`src/rtl/chunk_split_pkg.sv`:
```
package chunk_split_pkg;

    typedef enum logic [1:0] {
        SEQ_IDLE  = 2'd0,
        SEQ_ISSUE = 2'd1,
        SEQ_WAIT  = 2'd2,
        SEQ_DONE  = 2'd3
    } seq_state_e;

    localparam int unsigned DEFAULT_MAX_CHUNK = 4096;

endpackage

```
`src/rtl/chunk_sizer.sv`:
```
module chunk_sizer #(
    parameter int unsigned LEN_W     = 20,
    parameter int unsigned MAX_CHUNK = 4096,
    localparam int unsigned CHUNK_W  = $clog2(MAX_CHUNK + 1)
) (
    input  logic [LEN_W-1:0]   total,
    input  logic [LEN_W-1:0]   offset,
    output logic [CHUNK_W-1:0] chunk_len
);

    localparam bit          IS_POW2 = ((MAX_CHUNK & (MAX_CHUNK - 1)) == 0);
    localparam int unsigned LOG2    = $clog2(MAX_CHUNK);

    logic [LEN_W-1:0] remaining;

    always_comb begin
        remaining = total - offset;
    end

    generate
        if (IS_POW2) begin : g_pow2
            // A power-of-two limit only needs the high bits OR-reduced
            logic over;
            always_comb begin
                over      = |remaining[LEN_W-1:LOG2];
                chunk_len = over ? CHUNK_W'(MAX_CHUNK)
                                 : {1'b0, remaining[LOG2-1:0]};
            end
        end else begin : g_cmp
            always_comb begin
                if (remaining > LEN_W'(MAX_CHUNK)) begin
                    chunk_len = CHUNK_W'(MAX_CHUNK);
                end else begin
                    chunk_len = remaining[CHUNK_W-1:0];
                end
            end
        end
    endgenerate

endmodule

```
`src/rtl/chunk_sequencer.sv`:
```
module chunk_sequencer
    import chunk_split_pkg::*;
#(
    parameter int unsigned ADDR_W     = 32,
    parameter int unsigned LEN_W      = 20,
    parameter int unsigned MAX_CHUNK  = DEFAULT_MAX_CHUNK,
    parameter int unsigned BEAT_BYTES = 8,
    localparam int unsigned CHUNK_W   = $clog2(MAX_CHUNK + 1)
) (
    input  logic              clk,
    input  logic              rst_n,
    input  logic              req_valid,
    input  logic [ADDR_W-1:0] req_addr,
    input  logic [LEN_W-1:0]  req_len,
    output logic              req_ready,
    output logic              busy,
    output logic              rd_valid,
    input  logic              rd_ready,
    output logic [ADDR_W-1:0] rd_addr,
    output logic [CHUNK_W-1:0] rd_len,
    input  logic              rsp_valid,
    input  logic              rsp_last,
    output logic              beat_take,
    output logic [LEN_W-1:0]  beat_offset,
    output logic              done_valid,
    output logic [ADDR_W-1:0] done_addr,
    output logic [LEN_W-1:0]  done_len
);

    typedef struct packed {
        seq_state_e         st;
        logic [ADDR_W-1:0]  cur_addr;
        logic [LEN_W-1:0]   total;
        logic [LEN_W-1:0]   offset;
        logic [CHUNK_W-1:0] clen;
        logic [CHUNK_W-1:0] intra;
    } seq_t;

    seq_t seq_d, seq_q;

    logic [LEN_W-1:0]   sz_total_d;
    logic [LEN_W-1:0]   sz_off_d;
    logic [CHUNK_W-1:0] sz_len;
    logic [LEN_W-1:0]   next_off_d;

    // Sizer inputs: a fresh job starts at offset 0, otherwise the
    // offset just past the current chunk
    always_comb begin
        next_off_d = seq_q.offset + LEN_W'(seq_q.clen);
        if (seq_q.st == SEQ_IDLE) begin
            sz_total_d = req_len;
            sz_off_d   = '0;
        end else begin
            sz_total_d = seq_q.total;
            sz_off_d   = next_off_d;
        end
    end

    chunk_sizer #(
        .LEN_W     (LEN_W),
        .MAX_CHUNK (MAX_CHUNK)
    ) u_sizer (
        .total     (sz_total_d),
        .offset    (sz_off_d),
        .chunk_len (sz_len)
    );

    always_comb begin
        seq_d = seq_q;
        unique case (seq_q.st)
            SEQ_IDLE: begin
                if (req_valid) begin
                    seq_d.cur_addr = req_addr;
                    seq_d.total    = req_len;
                    seq_d.offset   = '0;
                    seq_d.intra    = '0;
                    seq_d.clen     = sz_len;
                    seq_d.st       = (req_len == '0) ? SEQ_DONE : SEQ_ISSUE;
                end
            end
            SEQ_ISSUE: begin
                if (rd_ready) begin
                    seq_d.st    = SEQ_WAIT;
                    seq_d.intra = '0;
                end
            end
            SEQ_WAIT: begin
                if (rsp_valid) begin
                    if (rsp_last) begin
                        seq_d.offset   = next_off_d;
                        seq_d.cur_addr = seq_q.cur_addr + ADDR_W'(seq_q.clen);
                        seq_d.intra    = '0;
                        seq_d.clen     = sz_len;
                        seq_d.st       = (next_off_d < seq_q.total) ? SEQ_ISSUE
                                                                     : SEQ_DONE;
                    end else begin
                        seq_d.intra = seq_q.intra + CHUNK_W'(BEAT_BYTES);
                    end
                end
            end
            SEQ_DONE: begin
                seq_d.st = SEQ_IDLE;
            end
            default: seq_d.st = SEQ_IDLE;
        endcase
    end

    always_ff @(posedge clk) begin
        if (!rst_n) begin
            seq_q <= '{st: SEQ_IDLE, default: '0};
        end else begin
            seq_q <= seq_d;
        end
    end

    always_comb begin
        req_ready   = (seq_q.st == SEQ_IDLE);
        busy        = (seq_q.st != SEQ_IDLE);
        rd_valid    = (seq_q.st == SEQ_ISSUE);
        rd_addr     = seq_q.cur_addr;
        rd_len      = seq_q.clen;
        beat_take   = (seq_q.st == SEQ_WAIT) && rsp_valid;
        beat_offset = seq_q.offset + LEN_W'(seq_q.intra);
        done_valid  = (seq_q.st == SEQ_DONE);
        done_addr   = seq_q.cur_addr - ADDR_W'(seq_q.offset);
        done_len    = seq_q.total;
    end

    AST_CHUNK_BOUND: assert property (@(posedge clk) disable iff (!rst_n)
        rd_valid |-> (rd_len != '0) && (rd_len <= CHUNK_W'(MAX_CHUNK)));

    AST_RD_HOLD: assert property (@(posedge clk) disable iff (!rst_n)
        rd_valid && !rd_ready |=> rd_valid && $stable(rd_addr) && $stable(rd_len));

    AST_OFFSET_BOUND: assert property (@(posedge clk) disable iff (!rst_n)
        busy |-> seq_q.offset <= seq_q.total);

    AST_SINGLE_OUTSTANDING: assert property (@(posedge clk) disable iff (!rst_n)
        rd_valid && rd_ready |=> !rd_valid);

    AST_DONE_PULSE: assert property (@(posedge clk) disable iff (!rst_n)
        done_valid |=> !done_valid);

    AST_ZERO_LEN: assert property (@(posedge clk) disable iff (!rst_n)
        req_valid && req_ready && (req_len == '0) |=> done_valid && !rd_valid);

endmodule

```
`src/rtl/beat_tagger.sv`:
```
module beat_tagger #(
    parameter int unsigned DATA_W = 64,
    parameter int unsigned LEN_W  = 20
) (
    input  logic              clk,
    input  logic              rst_n,
    input  logic              take,
    input  logic [DATA_W-1:0] data_in,
    input  logic [LEN_W-1:0]  offset_in,
    output logic              out_valid,
    output logic [DATA_W-1:0] out_data,
    output logic [LEN_W-1:0]  out_offset
);

    typedef struct packed {
        logic              vld;
        logic [DATA_W-1:0] data;
        logic [LEN_W-1:0]  off;
    } tag_t;

    tag_t tag_d, tag_q;

    always_comb begin
        tag_d     = tag_q;
        tag_d.vld = take;
        if (take) begin
            tag_d.data = data_in;
            tag_d.off  = offset_in;
        end
    end

    always_ff @(posedge clk) begin
        if (!rst_n) begin
            tag_q <= '0;
        end else begin
            tag_q <= tag_d;
        end
    end

    always_comb begin
        out_valid  = tag_q.vld;
        out_data   = tag_q.data;
        out_offset = tag_q.off;
    end

    AST_TAG_HOLD: assert property (@(posedge clk) disable iff (!rst_n)
        !take |=> $stable(out_data) && $stable(out_offset));

endmodule

```
`src/rtl/dma_chunk_splitter.sv`:
```
module dma_chunk_splitter
    import chunk_split_pkg::*;
#(
    parameter int unsigned ADDR_W    = 32,
    parameter int unsigned LEN_W     = 20,
    parameter int unsigned DATA_W    = 64,
    parameter int unsigned MAX_CHUNK = DEFAULT_MAX_CHUNK,
    localparam int unsigned CHUNK_W    = $clog2(MAX_CHUNK + 1),
    localparam int unsigned BEAT_BYTES = DATA_W / 8
) (
    input  logic               clk,
    input  logic               rst_n,
    input  logic               req_valid,
    output logic               req_ready,
    input  logic [ADDR_W-1:0]  req_addr,
    input  logic [LEN_W-1:0]   req_len,
    output logic               busy,
    output logic               rd_valid,
    input  logic               rd_ready,
    output logic [ADDR_W-1:0]  rd_addr,
    output logic [CHUNK_W-1:0] rd_len,
    input  logic               rsp_valid,
    input  logic               rsp_last,
    input  logic [DATA_W-1:0]  rsp_data,
    output logic               out_valid,
    output logic [DATA_W-1:0]  out_data,
    output logic [LEN_W-1:0]   out_offset,
    output logic               done_valid,
    output logic [ADDR_W-1:0]  done_addr,
    output logic [LEN_W-1:0]   done_len
);

    logic             beat_take;
    logic [LEN_W-1:0] beat_offset;

    chunk_sequencer #(
        .ADDR_W     (ADDR_W),
        .LEN_W      (LEN_W),
        .MAX_CHUNK  (MAX_CHUNK),
        .BEAT_BYTES (BEAT_BYTES)
    ) u_seq (
        .clk         (clk),
        .rst_n       (rst_n),
        .req_valid   (req_valid),
        .req_addr    (req_addr),
        .req_len     (req_len),
        .req_ready   (req_ready),
        .busy        (busy),
        .rd_valid    (rd_valid),
        .rd_ready    (rd_ready),
        .rd_addr     (rd_addr),
        .rd_len      (rd_len),
        .rsp_valid   (rsp_valid),
        .rsp_last    (rsp_last),
        .beat_take   (beat_take),
        .beat_offset (beat_offset),
        .done_valid  (done_valid),
        .done_addr   (done_addr),
        .done_len    (done_len)
    );

    beat_tagger #(
        .DATA_W (DATA_W),
        .LEN_W  (LEN_W)
    ) u_tag (
        .clk        (clk),
        .rst_n      (rst_n),
        .take       (beat_take),
        .data_in    (rsp_data),
        .offset_in  (beat_offset),
        .out_valid  (out_valid),
        .out_data   (out_data),
        .out_offset (out_offset)
    );

    AST_BEAT_FORWARD: assert property (@(posedge clk) disable iff (!rst_n)
        out_valid |-> $past(rsp_valid) && $past(busy));

    AST_IDLE_DROP: assert property (@(posedge clk) disable iff (!rst_n)
        !busy |=> !out_valid);

    AST_BUSY_END: assert property (@(posedge clk) disable iff (!rst_n)
        $fell(busy) |-> $past(done_valid));

    AST_READY_IDLE: assert property (@(posedge clk) disable iff (!rst_n)
        req_valid && !req_ready |=> $stable(done_len) || done_valid);

endmodule

```
`config.mk`:
```
export PLATFORM = sky130hd
export DESIGN_NAME = dma_chunk_splitter
export DESIGN_NICKNAME = d
export VERILOG_FILES = /design/src/rtl/chunk_split_pkg.sv /design/src/rtl/chunk_sizer.sv /design/src/rtl/chunk_sequencer.sv /design/src/rtl/beat_tagger.sv /design/src/rtl/dma_chunk_splitter.sv
export SDC_FILE = /design/constraint.sdc
export NUM_CORES = 1
export LEC_CHECK = 0
export BUFFER_PORTS_ARGS = -buffer_cell sky130_fd_sc_hd__buf_2
export CORE_ASPECT_RATIO = 1.1
export CORE_UTILIZATION = 51
export CTS_BUF_LIST = sky130_fd_sc_hd__clkbuf_4
export DETAILED_ROUTE_END_ITERATION = 7
export GPL_TIMING_DRIVEN = 0
export HOLD_SLACK_MARGIN = 0.05
export PLACE_DENSITY_LB_ADDON = 0.15
export SYNTH_ARGS = -nofsm -noshare
export SYNTH_HDL_FRONTEND = slang
export SYNTH_SLANG_ARGS = --single-unit
```
`constraint.sdc`:
```
create_clock -name clk -period 5.52 [get_ports clk]
set_clock_uncertainty 0.15 [all_clocks]
set_input_delay 0.552 -clock clk [delete_from_list [all_inputs] [get_ports clk]]
set_output_delay 0.552 -clock clk [all_outputs]
set_load 0.01 [all_outputs]
```
# Word-level counts from Yosys, hierarchy flattened
# Index checks and enable logic that the tools add are counted.
[op_classes]
order_cmp = 1
bitwise = 0
n_mux = 17
n_shift = 0
addsub = 6
multipliers = 0
reduce_logical = 11
eq_ne = 7
div = 0
[ops]
columns = ["operator", "count"]
rows = [
  ["$mux 100", 1],
  ["$mux 34", 2],
  ["$pmux 33 s2", 1],
  ["$pmux 32 s2", 1],
  ["$mux 46", 1],
  ["$add 20x13->20", 2],
  ["$mux 20", 2],
  ["$mux 13", 3],
  ["$pmux 13 s3", 1],
  ["$mux 33", 1],
  ["$add 32x13->32", 1],
  ["$sub 32x20->32", 1],
  ["$logic_not 20->1", 1],
  ["$lt 20x20->1", 1],
  ["$sub 20x20->20", 1],
  ["$add 13x4->13 const B", 1],
  ["$reduce_and 4->1", 3],
  ["$pmux 2 s4", 1],
  ["$reduce_or 8->1", 1],
  ["$mux 2", 3],
  ["$ne 2x2->1 const B", 3],
  ["$eq 2x2->1 const B", 2],
  ["$reduce_bool 2->1", 2],
  ["$reduce_bool 3->1", 1],
  ["other kinds (5)", 5],
]
[word_totals]
out_inout_bits = 186
ff_bits = 185
latchBits = 0
word_cells = 51
n_memories = 0
romBits = 0
mem_bits_rw = 0
in_bits = 122

# Depth between registers and ports, before layout
[logic_depth]
depth_word = 8
depth_mapped = 22
depth_no_buf = 21

# Hierarchy
# From an unflattened synthesis, not the netlist that was laid out.
[hier_totals]
cells_unflattened = 1672
area_unflattened_um2 = 13462.9
[by_module_without_submodules]
columns = ["module", "cells_per_inst", "instances", "area_each_um2", "seq_area_each_um2"]
rows = [
  ["chunk_sequencer", 1220, 1, 8991.1, 1941.9],
  ["beat_tagger", 273, 1, 3254.4, 1701.6],
  ["chunk_sizer", 179, 1, 1217.4, 0.0],
]

# Least setup slack after synthesis
# Ideal clock, no wire load.
[synth_timing]
path_type = "register to register"
startpoint = "register u_seq.seq_q, in the netlist u_seq.rd_len[0]"
endpoint = "register u_seq.seq_q, in the netlist u_seq.rd_len[1]"
path_stages_with_launch = 21
slack_ns = 1.102
synth_period_minus_slack_ns = 4.418
arrival_ns = 4.199
setup_time_ns = 0.069
n_path_buf = 2
t_required_ns = 5.301
path_cell_list = "dfxtp_1 > ha_1 > fa_1 > a21o_1 > a21oi_1 > o21bai_1 > a21oi_1 > o21ai_1 > a41o_1 > o2111ai_1 > xnor2_1 > nand2_1 > ha_1 > clkbuf_1 > and3_1 > a221o_1 > a21oi_1 > xnor2_1 > nand4_1 > buf_2 > o21ai_1"
[synth_via]
elab_chain_cells = 8
word_cells_on_any_way = 9
cone_classes = "add/sub (2); mux (6); reduce/logical (1)"
[synth_lines]
columns = ["item", "line_no", "source"]
rows = [
  ["from (decl)", "chunk_sequencer.sv:39", "seq_t seq_d, seq_q;"],
  ["from (signal assigned)", "chunk_sequencer.sv:112", "seq_q <= seq_d;"],
  ["$add 20x13->20 *", "chunk_sequencer.sv:49", "next_off_d = seq_q.offset + LEN_W'(seq_q.clen);"],
  ["$mux 20 *", "chunk_sequencer.sv:50", "if (seq_q.st == SEQ_IDLE) begin"],
  ["$sub 20x20->20 *", "chunk_sizer.sv:17", "remaining = total - offset;"],
  ["$reduce_or 8->1", "chunk_sizer.sv:25", "over = |remaining[LEN_W-1:LOG2];"],
  ["$mux 13 *", "chunk_sizer.sv:26", "chunk_len = over ? CHUNK_W'(MAX_CHUNK)"],
  ["$mux 33", "chunk_sequencer.sv:89", "if (rsp_last) begin"],
  ["$mux 46", "chunk_sequencer.sv:88", "if (rsp_valid) begin"],
  ["$pmux 33 s2 *", "chunk_sequencer.sv:70", "unique case (seq_q.st)"],
]
# Mark *: on every way between the ends. The rest lies on a longest branch, timed or not. The select of a mux whose other input is x is not followed.
# A chain may end at the register's enable or synchronous reset.

# Worst setup path after layout
[layout_timing]
startpoint = "register u_seq.seq_q[26] (netlist bit)"
endpoint = "register u_seq.seq_q, in the netlist u_seq.rd_len[11]"
# The elaborated chain is that of the path after synthesis.

==> metrics.cfg <==
[setup_path]
cp-start-kind=flip-flop
r2r_slack_ns=0.30
worstRegToRegCells=22
crit_path_top_delay_cell=dfxtp_2
required_ns=5.92
crit_path_max_fanout=10
max_stage_delay_ns=0.42
critPathArrivalTime_ns=5.62
cp.depth=22
end_kind=flip-flop
crit_family=compound AO/OA/AOI/OAI gates
crit_type=flip-flop to flip-flop
cp_num_buf_inv=2
crit_chain=ha_1 -> fa_1 -> a21o_1 -> a21oi_1 -> o21bai_1 -> a21oi_2 -> o21ai_2 -> a41o_1 -> o21ai_1 -> xnor2_1 -> nand2_1 -> ha_1 -> a211o_1 -> o22ai_1 -> a31oi_2 -> a221o_1 -> a21oi_1 -> xnor2_1 -> nand4_1 -> buf_4 -> buf_2 -> o21ai_1

[sta]
final_hold_viol_count=0
finalMaxSlewViolations=0
fmax_ghz=0.1915
tightestPinTransition_ns=1.135
hold_ws_ns=0.08202
relSlewSlack_pct=24.35
period_share_pct=94.58
fin_setup_tns_ns=0
setup_viol=0
post-route-min-period_ns=5.221
fin_ws_ns=0.2990

[placed_design]
dpl.hpwl_um=32390
placed_area_sq_um=14250
place_congestion=0.9881
dp_slack_ns=0.02242
place_inst=2250
port_buffers=306

[global_route]
antenna_found_initial=2
grt.total_usage_pct=33.41
grt_max_degree=23
grt_pass1_vias=12510
gr-total-overflow=0
grt_pass1_wl_um=64160

[detailed_routing]
final_antenna_net_count=0
drc_errors=0
drt_iter0_markers=1011
drt_pass1_iterations=5
vias_per_cell=5.652
vias=13400
wirelength_um=42340
wl_per_cell_um=17.86

[min_path]
whs_path_depth=3
hp-class=input pin to flip-flop

[logic_synthesis]
postSynthCellCount=1639
synth_edf_count=0
ys_seq_area_share_pct=29.53
yosysTopAreaCell=dfxtp_1
syn-num-nets=1865
netlist.area_leader.share_pct=29.53
synth_warnings=0
synth-main-ff-cell=dfxtp_1
syn_area_per_cell_sq_um=7.529
async_flop_share_pct=0
synthDistinctLibCells=77
netlist_area_sq_um=12340
yosys-top-cells-area=dfxtp_1 (30%), ha_1 (10%), nand2_1 (9.1%)
ys_seq_elements=182

[clocking]
cts.sinks=182
clk_latency_ns=0.62
path_clk_slew_ns=0.19
clockBufferDepth=2
htree_levels=4
cts_tree=built
clockRootBuffer=clkbuf_4
numCtsBuffers=17

[outcome]
status=finished clean

[floorplanning]
start_util_pct=52.07
die_area_sq_um=24820
core_sq_um=23700
ioPinCount=308
die_w_um=150.3
rows=59
die_h_um=165.1

[layout]
post-route-cell-area_sq_um=15520
fillers=2067
final_util_pct=65.50
final_layout_size_suffix_gt1_share_pct=21.41
fin_cells=2371
nNetsFinal=2277
final_common_cell=buf_2
final_cell_mix=buf_2 (308), nand2_1 (300), a21oi_1 (186)
syn_to_final_growth_pct=25.79

[power]
irDropWorstVdd_uv=272.2
finalPower_mw=6.705
leakage_nw=6.986
powerDensity_nw_per_um2=432.0

[run]
drv_cap=0

## worst min-delay path, cell delays in order
cell	delay [ns]
buf_2	0.09
a221oi_1	0.07
nor2_1	0.10
## synthesized netlist by cell type, types with 10 or more instances
cell type and n:
o21ai_1 22, xor2_1 24, clkbuf_1 76, nand4_1 18, o21ai_0 66, nand2_1 300
a211oi_1 10, inv_1 69, mux2i_1 13, xnor2_1 59, a22oi_1 11, a21o_1 43
a31oi_1 14, dfxtp_1 182, buf_4 65, nor2b_1 14, nor3_1 43, nand3_1 36
and3_1 22, nor2_1 96, ha_1 100, a21oi_1 188
## area by class of cell
cell class                      count  area (sq um)  area share [%]
Clock inverter                     15         205.2           1.322
Tap cell                          305         381.6           2.459
Clock buffer                       17         127.6          0.8222
Buffer                            151         820.8           5.288
Sequential cell                   182          3645           23.48
Multi-Input combinational cell   1233          7662           49.37
Inverter                           73         274.0           1.765
Timing Repair Buffer              393          2400           15.46
Antenna cell                        2         5.005         0.03225
## cell families (layout without fill, tap and decap cells)
| group | after synthesis | after routing | share of synthesized area (%) |
|---|---|---|---|
| xor+xnor | 83 | 83 | 5.891 |
| buf+inv | 224 | 649 | 8.872 |
| compound gates | 442 | 442 | 22.12 |
| flops | 182 | 182 | 29.53 |
| mux | 14 | 14 | 1.146 |
| other cells | 0 | 2 | 0 |
| simple gates | 590 | 590 | 21.66 |
| fa+ha+maj | 104 | 104 | 10.79 |
## state kept, by name, indices dropped and copies added, names as in the netlist
name              cells
u_seq.rd_addr        32
u_tag.out_valid       1
u_seq.done_len       20
u_seq.rd_len         13
u_seq.seq_q          32
u_tag.out_data       64
u_tag.out_offset     20
## worst paths after layout
path,startpoint,to
worst max-delay path,u_seq.seq_q[26]$_SDFFE_PN0P_,u_seq.rd_len[11]$_SDFFE_PN0P_
worst min-delay path,req_addr[7],u_seq.rd_addr[7]$_SDFFE_PN0P_
worst max register to register,u_seq.seq_q[26]$_SDFFE_PN0P_,u_seq.rd_len[11]$_SDFFE_PN0P_
worst min register to register,u_tag.out_data[61]$_SDFFE_PN0P_,u_tag.out_data[61]$_SDFFE_PN0P_
## per-layer routing
layer,track usage (%),wire [um],vias to the layer above
li1,-,-,6500
met1,39.59,16800,6168
met2,57.83,20360,619
met3,4.725,3142,115
met4,18.46,2033,0
met5,0,0,-
## power by group
group / internal (mW) / leakage [nW] / switching, mW
sequential: 1.48 / 1.48 / 0.195
combinational: 1.67 / 5.33 / 2.51
clock: 0.237 / 0.175 / 0.617
total: 3.39 / 6.99 / 3.32
## repair_timing
action	4_1_cts	5_1_grt
pin swaps	1	1
resized for setup	1	12
setup buffers	1	0
endpoints found under the hold margin	86	0
endpoints found under the setup margin	10	12
hold buffers	86	0
(Power assumes the default switching activity.)
